File: src/rtl/iso_pulse_rx_pkg.sv
package iso_pulse_rx_pkg;
  typedef enum logic [1:0] {
    EV_NONE = 2'd0,
    EV_SET  = 2'd1,
    EV_CLR  = 2'd2
  } pulse_ev_t;
endpackage

File: src/rtl/iso_pulse_ev.sv
module iso_pulse_ev
  import iso_pulse_rx_pkg::*;
(
  input  logic      pwr_ok,
  input  logic      set_pulse,
  input  logic      clr_pulse,
  output pulse_ev_t ev,
  output logic      act
);
  // clear has priority over set; nothing is accepted while unpowered
  always_comb begin
    if (!pwr_ok)        ev = EV_NONE;
    else if (clr_pulse) ev = EV_CLR;
    else if (set_pulse) ev = EV_SET;
    else                ev = EV_NONE;
  end

  assign act = (ev != EV_NONE);
endmodule

File: src/rtl/iso_pulse_wdog.sv
module iso_pulse_wdog #(
  parameter int TIMEOUT_CYC = 500
) (
  input  logic clk,
  input  logic rst_n,
  input  logic pwr_ok,
  input  logic act,
  output logic expire
);
  localparam int CW = (TIMEOUT_CYC > 2) ? $clog2(TIMEOUT_CYC) : 1;
  localparam logic [CW-1:0] LAST = CW'(TIMEOUT_CYC - 1);

  logic [CW-1:0] cnt_q;

  // cnt_q is the number of pulse-free edges since the last pulse, saturating at LAST
  assign expire = pwr_ok && !act && (cnt_q == LAST);

  always_ff @(posedge clk or negedge rst_n) begin
    if (!rst_n)             cnt_q <= '0;
    else if (!pwr_ok || act) cnt_q <= '0;
    else if (cnt_q != LAST) cnt_q <= cnt_q + 1'b1;
  end
endmodule

File: src/rtl/iso_pulse_hold.sv
module iso_pulse_hold
  import iso_pulse_rx_pkg::*;
(
  input  logic      clk,
  input  logic      rst_n,
  input  logic      pwr_ok,
  input  pulse_ev_t ev,
  input  logic      act,
  input  logic      expire,
  output logic      level,
  output logic      alive
);
  always_ff @(posedge clk or negedge rst_n) begin
    if (!rst_n) begin
      level <= 1'b0;
      alive <= 1'b0;
    end else if (!pwr_ok) begin
      level <= 1'b0;
      alive <= 1'b0;
    end else begin
      unique case (ev)
        EV_SET:  level <= 1'b1;
        EV_CLR:  level <= 1'b0;
        default: if (expire) level <= 1'b0;
      endcase
      if (act)         alive <= 1'b1;
      else if (expire) alive <= 1'b0;
    end
  end
endmodule

File: src/rtl/iso_pulse_rx.sv
module iso_pulse_rx
  import iso_pulse_rx_pkg::*;
#(
  parameter int TIMEOUT_CYC = 500
) (
  input  logic clk,
  input  logic rst_n,
  input  logic pwr_ok,
  input  logic set_pulse,
  input  logic clr_pulse,
  output logic dout,
  output logic link_ok
);
  pulse_ev_t ev;
  logic      act;
  logic      expire;

  iso_pulse_ev u_ev (
    .pwr_ok    (pwr_ok),
    .set_pulse (set_pulse),
    .clr_pulse (clr_pulse),
    .ev        (ev),
    .act       (act)
  );

  iso_pulse_wdog #(.TIMEOUT_CYC(TIMEOUT_CYC)) u_wdog (
    .clk    (clk),
    .rst_n  (rst_n),
    .pwr_ok (pwr_ok),
    .act    (act),
    .expire (expire)
  );

  iso_pulse_hold u_hold (
    .clk    (clk),
    .rst_n  (rst_n),
    .pwr_ok (pwr_ok),
    .ev     (ev),
    .act    (act),
    .expire (expire),
    .level  (dout),
    .alive  (link_ok)
  );
endmodule

File: config.mk
export PLATFORM = sky130hd
export DESIGN_NAME = iso_pulse_rx
export DESIGN_NICKNAME = d
export VERILOG_FILES = /design/src/rtl/iso_pulse_rx_pkg.sv /design/src/rtl/iso_pulse_ev.sv /design/src/rtl/iso_pulse_wdog.sv /design/src/rtl/iso_pulse_hold.sv /design/src/rtl/iso_pulse_rx.sv
export SDC_FILE = /design/constraint.sdc
export NUM_CORES = 1
export LEC_CHECK = 0
export BUFFER_PORTS_ARGS = -buffer_cell sky130_fd_sc_hd__buf_2
export CAP_MARGIN = 25
export CELL_PAD_IN_SITES_DETAIL_PLACEMENT = 0
export CELL_PAD_IN_SITES_GLOBAL_PLACEMENT = 2
export CORE_UTILIZATION = 35
export DETAILED_ROUTE_END_ITERATION = 8
export PLACE_DENSITY_LB_ADDON = 0.1
export SYNTH_ARGS = -nofsm -noshare
export SYNTH_HDL_FRONTEND = slang
export SYNTH_SLANG_ARGS = --single-unit
File: constraint.sdc
create_clock -name clk -period 3.1 [get_ports clk]
set_clock_uncertainty 0.05 [all_clocks]
set_input_delay 0.62 -clock clk [delete_from_list [all_inputs] [get_ports clk]]
set_output_delay 0.62 -clock clk [all_outputs]
set_load 0.01 [all_outputs]
==> impl_metrics.tcl, run 1 <==
set metrics [dict create \
    number_of_routed_nets_with_antenna_violations 0 \
    synth-compound-area-share_pct 12.12 \
    clk_root_buffer_cell "sky130_fd_sc_hd__clkbuf_4" \
    synthesis.area_per_instance_um2 9.585 \
    timing_worst_slew_pin_value_ns 0.4374 \
    die_x_um 41.16 \
    final.setup.worst_slack_ns 1.642 \
    share_clk_of_total_power_pct 37.0 \
    drv_slew 0 \
    post_cts_buffers 0 \
    clock_insertion_delay_at_the_later_pin_of_the_skew_report_ns 0.26 \
    ir_drop_uv 302.5 \
    wire_per_inst_um 12.21 \
    synth.distinct_cells 19 \
    layout_common_cells "sky130_fd_sc_hd__dfrtp_1, sky130_fd_sc_hd__o21ai_0, sky130_fd_sc_hd__nand2_1" \
    first_global_vias 357 \
    cp_cell_sequence "buf_2" \
    rows 13 \
    crit_buf_inv 1 \
    final.min_clock_period_ns 1.458 \
    first_pass_grt_wire_length_um 1600 \
    rsz0062_at_grt "false" \
    cts_tree "yes" \
    layout.cells.most_common "sky130_fd_sc_hd__dfrtp_1" \
    io-pin-count 7 \
    routed_wl_um 989 \
    htreeDepth 1 \
    power.density_mw_per_mm2 423.2 \
    detailedPlace.worstSlack_ns 1.587 \
    synth_register_bits 11 \
    outcome "complete, no violations" \
    fin_setup_tns_ns 0 \
    timing.critical_path.slowest_cell_delay_ns 0.39 \
    cts-resized-gates 0 \
    net-switching-power_w 0.00005755 \
    yosysSeqAreaShare_pct 51.28 \
    slew-limit-headroom_pct 70.78 \
    timing.critical_path.from_type "flip-flop" \
    main_combinational_cell_family_by_area_after_synthesis "simple AND/OR/NAND/NOR gates" \
    critical_path_rt_ns 2.43 \
    max-cap-violations 0 \
    antenna_found_initial 0 \
    synth_xor_xnor_area_share_pct 3.263 \
    cts_buffers 3 \
    postSynthCellCount 56 \
    grt_start_max_net_pins 12 \
    cts_max_path_buffers 2 \
    r2r_start "u_wdog.cnt_q[0]" \
    area.growth.synth_to_final_pct 13.99 \
    post_synthesis_share_of_cell_area_spent_on_full_adders_half_adders_and_majority_gates_pct 2.331 \
    path_max_fanout 2 \
    drc_errors 0 \
    fin_hold_ws_ns 0.1667 \
    post_route_cells_drive_above_1_share_pct 15.15 \
    pwr-share-seq_pct 57.0 \
    syn_nets 62 \
    arrival_ns 0.79 \
    hpwl_um 751.9 \
    hold_class "in2async" \
    gr-usage-all-layers_pct 15.25 \
    netSwitchingFraction_pct 22.23 \
    synth_simple_gate_area_share_pct 28.44 \
    nets 73 \
    number_of_sinks_handled_by_clock_tree_synthesis 11 \
    timing.final.hold_violations 0 \
    final_estimated_routing_congestion_in_global_placement 0.7477 \
    timing.final.setup_violations 0 \
    per_cell_via_count_in_the_routed_design 5.123 \
    insertedDiodeCount 0 \
    timing.critical_path.from "u_hold.level" \
    timing.setup.critical_path_class "reg2out" \
    critPathCaptureType "output port" \
    start_util_pct 39.29 \
    totalPowerFinal_w 0.0002589 \
    drtPass1Iterations 4 \
    timing.fmax_ghz 0.6857 \
    crit_family "flip-flops" \
    yosys-mux-area-fraction_pct 1.865 \
    via_count 415 \
    timing.critical_path.slowest_stage_cell "sky130_fd_sc_hd__dfrtp_1" \
    drt_iter0_drc 6 \
    overflow 0 \
    core_mm2 0.001366 \
    share_comb_of_total_power_pct 6.0 \
    die_height_um 41.16 \
    synthesis.yosys.warnings 0 \
    holdBufCountCts 0 \
    leakage_nw 0.2482 \
    port_buffers 6 \
    dieArea_mm2 0.001694 \
    synth.cell_area_um2 536.8 \
    clkSlewWorstSetupHoldPaths_ns 0.07 \
    internal_power_w 0.0002014 \
    min_period_over_period_pct 47.05 \
]
[path summary, 6_finish.rpt]
path	end	slack [ns]	cells past startpoint
setup / recovery	dout	1.64	1
hold / removal	u_wdog.cnt_q[8]	0.17	1
setup reg to reg	u_wdog.cnt_q[6]	1.65	4
hold reg to reg	u_hold.alive	0.49	2
max in group asynchronous	u_wdog.cnt_q[5]	2.62	1
min in group clk	u_hold.alive	0.49	2
[state kept, by name, indices dropped and copies added (netlist names)]
signal	flops
u_wdog.cnt_q	9
u_hold.level	1
u_hold.alive	1
[logic make-up after synthesis]
group / count (synthesis)
AOI/OAI and AO/OA: 13
and+or+nand+nor: 27
muxes: 1
xor gates and xnor gates: 2
buffers and inverters: 1
DFF: 11
adders and majority gates: 1
[synth_stat cells]
library cell                count  share of area [%]
sky130_fd_sc_hd__dfrtp_1       11                 51
sky130_fd_sc_hd__o21ai_0        9                8.4
sky130_fd_sc_hd__nand2_1        7                4.9
sky130_fd_sc_hd__a21oi_1        4                3.7
sky130_fd_sc_hd__nor2_1         4                2.8
sky130_fd_sc_hd__or3_1          4                4.7
sky130_fd_sc_hd__nand3_1        3                2.8
sky130_fd_sc_hd__nand3b_1       2                2.8
sky130_fd_sc_hd__nor3b_1        2                2.8
sky130_fd_sc_hd__ha_1           1                2.3
sky130_fd_sc_hd__inv_1          1               0.70
sky130_fd_sc_hd__mux2i_1        1                1.9
sky130_fd_sc_hd__nand4_1        1                1.2
sky130_fd_sc_hd__nand4_2        1                2.3
sky130_fd_sc_hd__nand4bb_1      1                2.1
sky130_fd_sc_hd__nor2b_1        1                1.2
sky130_fd_sc_hd__nor3_1         1               0.93
sky130_fd_sc_hd__xnor2_1        1                1.6
sky130_fd_sc_hd__xor2_1         1                1.6
[power by group through the flow]
stage | Combinational [W] | Clock [W] | Sequential [W]
2_1_floorplan | 0.00000504 | 0 | 0.000151
3_3_place_gp | 0.0000161 | 0 | 0.000150
5_1_grt | 0.0000183 | 0.000108 | 0.000148
4_1_cts | 0.0000161 | 0.000101 | 0.000148
6_report | 0.0000155 | 0.0000957 | 0.000148
3_5_place_dp | 0.0000160 | 0 | 0.000150
[layout make-up]
class,instances,area [µm²]
repair buffers,6,30.03
fillers,157,754.5
multi-input cells,44,257.7
clock buffers,4,26.28
flip-flops and latches,11,275.3
inverters,1,3.754
well taps,15,18.77
[layer usage]
| metal | global-route usage, % | vias to the layer above | wire length, µm |
|---|---|---|---|
| li1 | - | 221 | - |
| met1 | 20.72 | 187 | 527 |
| met2 | 20.31 | 5 | 420 |
| met3 | 6.522 | 2 | 30 |
| met4 | 7.258 | 0 | 11 |
| met5 | 0 | - | 0 |
[through the flow]
step           cells  area, µm²  utilization, %
2_1_floorplan     56      536.8               -
3_3_place_gp      77      585.6           42.86
3_5_place_dp      77      585.6           42.86
4_1_cts           81      611.8           44.78
5_1_grt           81      611.8           44.78
6_report          81      611.8           44.78
Power figures use the tool's default switching activity.
==> run 2, diff against run 1 <==
ABC_AREA = 1   (was default)
CORE_UTILIZATION = 31   (was 35)
clock period = 1.4 ns   (was 3.1 ns; I/O delays follow)
==> run 2 against run 1 <==
Effect of this change:
- setup slack got worse by 1.5 ns
- clock power increased by 130%
- highest routed layer unchanged
- largest power group unchanged
- critical path type is now reg2reg
- first-iteration DRC count increased by 50%
- die area increased by 30%
- final area increased by 20%
- register-to-register slack got worse by 1.5 ns
==> impl_metrics.tcl, run 2 <==
set metrics [dict create \
    synth_simple_gate_area_share_pct 39.80 \
    post_cts_buffers 0 \
    arrival_ns 1.36 \
    routed_wl_um 1280 \
    max-cap-violations 0 \
    final_estimated_routing_congestion_in_global_placement 0.7213 \
    first_pass_grt_wire_length_um 2187 \
    power.density_mw_per_mm2 797.6 \
    cts_tree "yes" \
    overflow 0 \
    timing.final.setup_violations 0 \
    synth.cell_area_um2 625.6 \
    timing.fmax_ghz 0.8031 \
    layout.filler_cells 208 \
    synthArstFlopShare_pct 100.0 \
    design_area_um2 735.7 \
    port_buffers 6 \
    synthesis.yosys.warnings 0 \
    gr-usage-all-layers_pct 14.61 \
    number_of_sinks_handled_by_clock_tree_synthesis 11 \
    critical_path_rt_ns 1.51 \
    outcome "complete, no violations" \
    synth-edff-count 0 \
    hold_class "in2reg" \
    yosys-mux-area-fraction_pct 0 \
    core_mm2 0.001802 \
    drtPass1Iterations 3 \
    die_height_um 46.92 \
    routed-wl-met2_um 613 \
    utilization_pct 40.83 \
    post_synthesis_share_of_cell_area_spent_on_full_adders_half_adders_and_majority_gates_pct 2.000 \
    synth-compound-area-share_pct 2.400 \
    postSynthCellCount 86 \
    fin_setup_tns_ns 0 \
    synth_xor_xnor_area_share_pct 2.800 \
    rsz0062_at_grt "false" \
    start_util_pct 34.72 \
    path_max_fanout 5 \
    rows 15 \
    cts_buffers 3 \
    insertedDiodeCount 0 \
    ys_top_cells_by_count "sky130_fd_sc_hd__nand2_1, sky130_fd_sc_hd__nor2_1, sky130_fd_sc_hd__inv_1" \
    yosysTopAreaCellShare_pct 44.00 \
    htreeDepth 1 \
    per_cell_via_count_in_the_routed_design 4.393 \
    post_synth_main_area_contributors "sky130_fd_sc_hd__dfrtp_1, sky130_fd_sc_hd__nand2_1, sky130_fd_sc_hd__nand3_1, sky130_fd_sc_hd__nor2_1, sky130_fd_sc_hd__inv_1" \
    multi_input_area_um2 306.5 \
    critPathCaptureType "flip-flop" \
    drv_slew 0 \
    drc_errors 0 \
    timing.critical_path.from_type "flip-flop" \
    antenna_found_initial 0 \
    layout.cells.most_common "sky130_fd_sc_hd__nand2_1" \
    flip_flop_count_of_the_largest_register_after_layout 9 \
    timing.final.hold_violations 0 \
    grt_start_max_net_pins 12 \
    cts_max_path_buffers 2 \
    top_register "u_wdog.cnt_q" \
    main_combinational_cell_family_by_area_after_synthesis "simple AND/OR/NAND/NOR gates" \
    number_of_routed_nets_with_antenna_violations 0 \
    yosysSeqAreaShare_pct 44.00 \
    clkSlewWorstSetupHoldPaths_ns 0.07 \
    clk_root_buffer_cell "sky130_fd_sc_hd__clkbuf_4" \
    dieArea_mm2 0.002201 \
    post_route_cells_drive_above_1_share_pct 18.56 \
    slew-limit-headroom_pct 82.94 \
    clock_insertion_delay_at_the_later_pin_of_the_skew_report_ns 0.27 \
    area.growth.synth_to_final_pct 17.60 \
    fin_hold_ws_ns 0.2246 \
    synthesis.area_per_instance_um2 7.274 \
    synth.largest_area_cell "sky130_fd_sc_hd__dfrtp_1" \
    via_count 536 \
    synthMostInstantiatedCell "sky130_fd_sc_hd__nand2_1" \
    reg_top3 "u_wdog.cnt_q (9), u_hold.alive (1), u_hold.level (1)" \
    io-pin-count 7 \
    wire_per_inst_um 10.49 \
    ir_drop_uv 483.9 \
    layout_common_cells "sky130_fd_sc_hd__nand2_1, sky130_fd_sc_hd__nor2_1, sky130_fd_sc_hd__inv_1" \
    min_period_over_period_pct 88.94 \
    leakage_nw 0.3538 \
    route.top_layer_used "met4" \
    hpwl_um 961.4 \
    placedInstanceArea_um2 686.9 \
    nets 104 \
    final.min_clock_period_ns 1.245 \
    synth_flop_cell "sky130_fd_sc_hd__dfrtp_1" \
    register_area_um2 275.3 \
    timing.setup.critical_path_class "reg2reg" \
    wl_met1_um 624 \
    synth_register_bits 11 \
    drt_iter0_drc 9 \
    synth.distinct_cells 16 \
    met3WireLength_um 29 \
    die_x_um 46.92 \
    syn_nets 92 \
    first_global_vias 515 \
    timing_worst_slew_pin_value_ns 0.2559 \
]
[run 2: cell types whose count changed after synthesis, moves of 3 or more]
cell	before	now
sky130_fd_sc_hd__nand2_1	7	25
sky130_fd_sc_hd__inv_1	1	12
sky130_fd_sc_hd__nor2_1	4	13
sky130_fd_sc_hd__nand3_1	3	10
sky130_fd_sc_hd__o21ai_0	9	2
sky130_fd_sc_hd__or3_1	4	0
sky130_fd_sc_hd__a21oi_1	4	1
sky130_fd_sc_hd__nor2_2	0	3
[run 2: layout make-up]
type	instances	share of cell area, %
flip-flops and latches	11	37.41
multi-input cells	61	41.67
inverters	13	6.633
clock buffers	4	3.571
well taps	25	4.252
repair buffers	8	6.463
[run 2: final timing paths]
check                           slack [ns]             from  cells past startpoint         endpoint
worst min register to register        0.45     u_hold.level                      2     u_hold.level
worst max-delay path                  0.15  u_wdog.cnt_q[0]                      6  u_wdog.cnt_q[1]
min in group asynchronous             0.35            rst_n                      2  u_wdog.cnt_q[2]
worst min-delay path                  0.22           pwr_ok                      3     u_hold.level
max in group asynchronous             0.74            rst_n                      2  u_wdog.cnt_q[0]
worst max register to register        0.15  u_wdog.cnt_q[0]                      6  u_wdog.cnt_q[1]
[run 2: metal layers]
metal	track usage, %	vias up
met5	0	-
met4	8.571	0
met3	2.308	2
met2	23.61	6
met1	18.40	243
li1	-	285
[run 2: cell families (layout without fill, tap and decap cells)]
| group | after synthesis | in the layout |
|---|---|---|
| AO/OA/AOI/OAI | 3 | 3 |
| flip-flops | 11 | 11 |
| AND/OR/NAND/NOR | 55 | 55 |
| XOR/XNOR | 2 | 2 |
| adder cells (fa/ha/maj) | 1 | 1 |
| buffers and inverters | 14 | 25 |
[run 2: power breakdown]
part | switching [W] | leakage [nW] | total (W) | internal [W]
Combinational | 0.0000215 | 0.188 | 0.0000370 | 0.0000155
Sequential | 0.00000391 | 0.151 | 0.000326 | 0.000322
Clock | 0.000113 | 0.0150 | 0.000224 | 0.000110
Total | 0.000139 | 0.354 | 0.000587 | 0.000448
[run 2: through the flow]
step	power (W)	cells	setup slack, ns
after global routing	0.0006070	122	0.02554
final	0.0005868	122	0.1548
after detailed placement	0.0003677	117	0.06690
after floorplan	0.0003463	86	0.2507
after global placement	0.0003672	117	0.1104
after CTS	0.0005932	122	0.06018
[run 2: worst max-delay path: stages, from the launching register on]
cell and delay (ns):
sky130_fd_sc_hd__dfrtp_1 0.43, sky130_fd_sc_hd__ha_4 0.19, sky130_fd_sc_hd__nand2_1 0.07, sky130_fd_sc_hd__nor2_1 0.10
sky130_fd_sc_hd__nand2_1 0.14, sky130_fd_sc_hd__nand3_1 0.11, sky130_fd_sc_hd__nand2_1 0.05
[run 2: what timing repair did]
| item | CTS | global route |
|---|---|---|
| endpoints found under the setup margin | 0 | 5 |
| hold buffers | 1 | 0 |
| endpoints found under the hold margin | 11 | 0 |
| gates resized for setup | 0 | 2 |
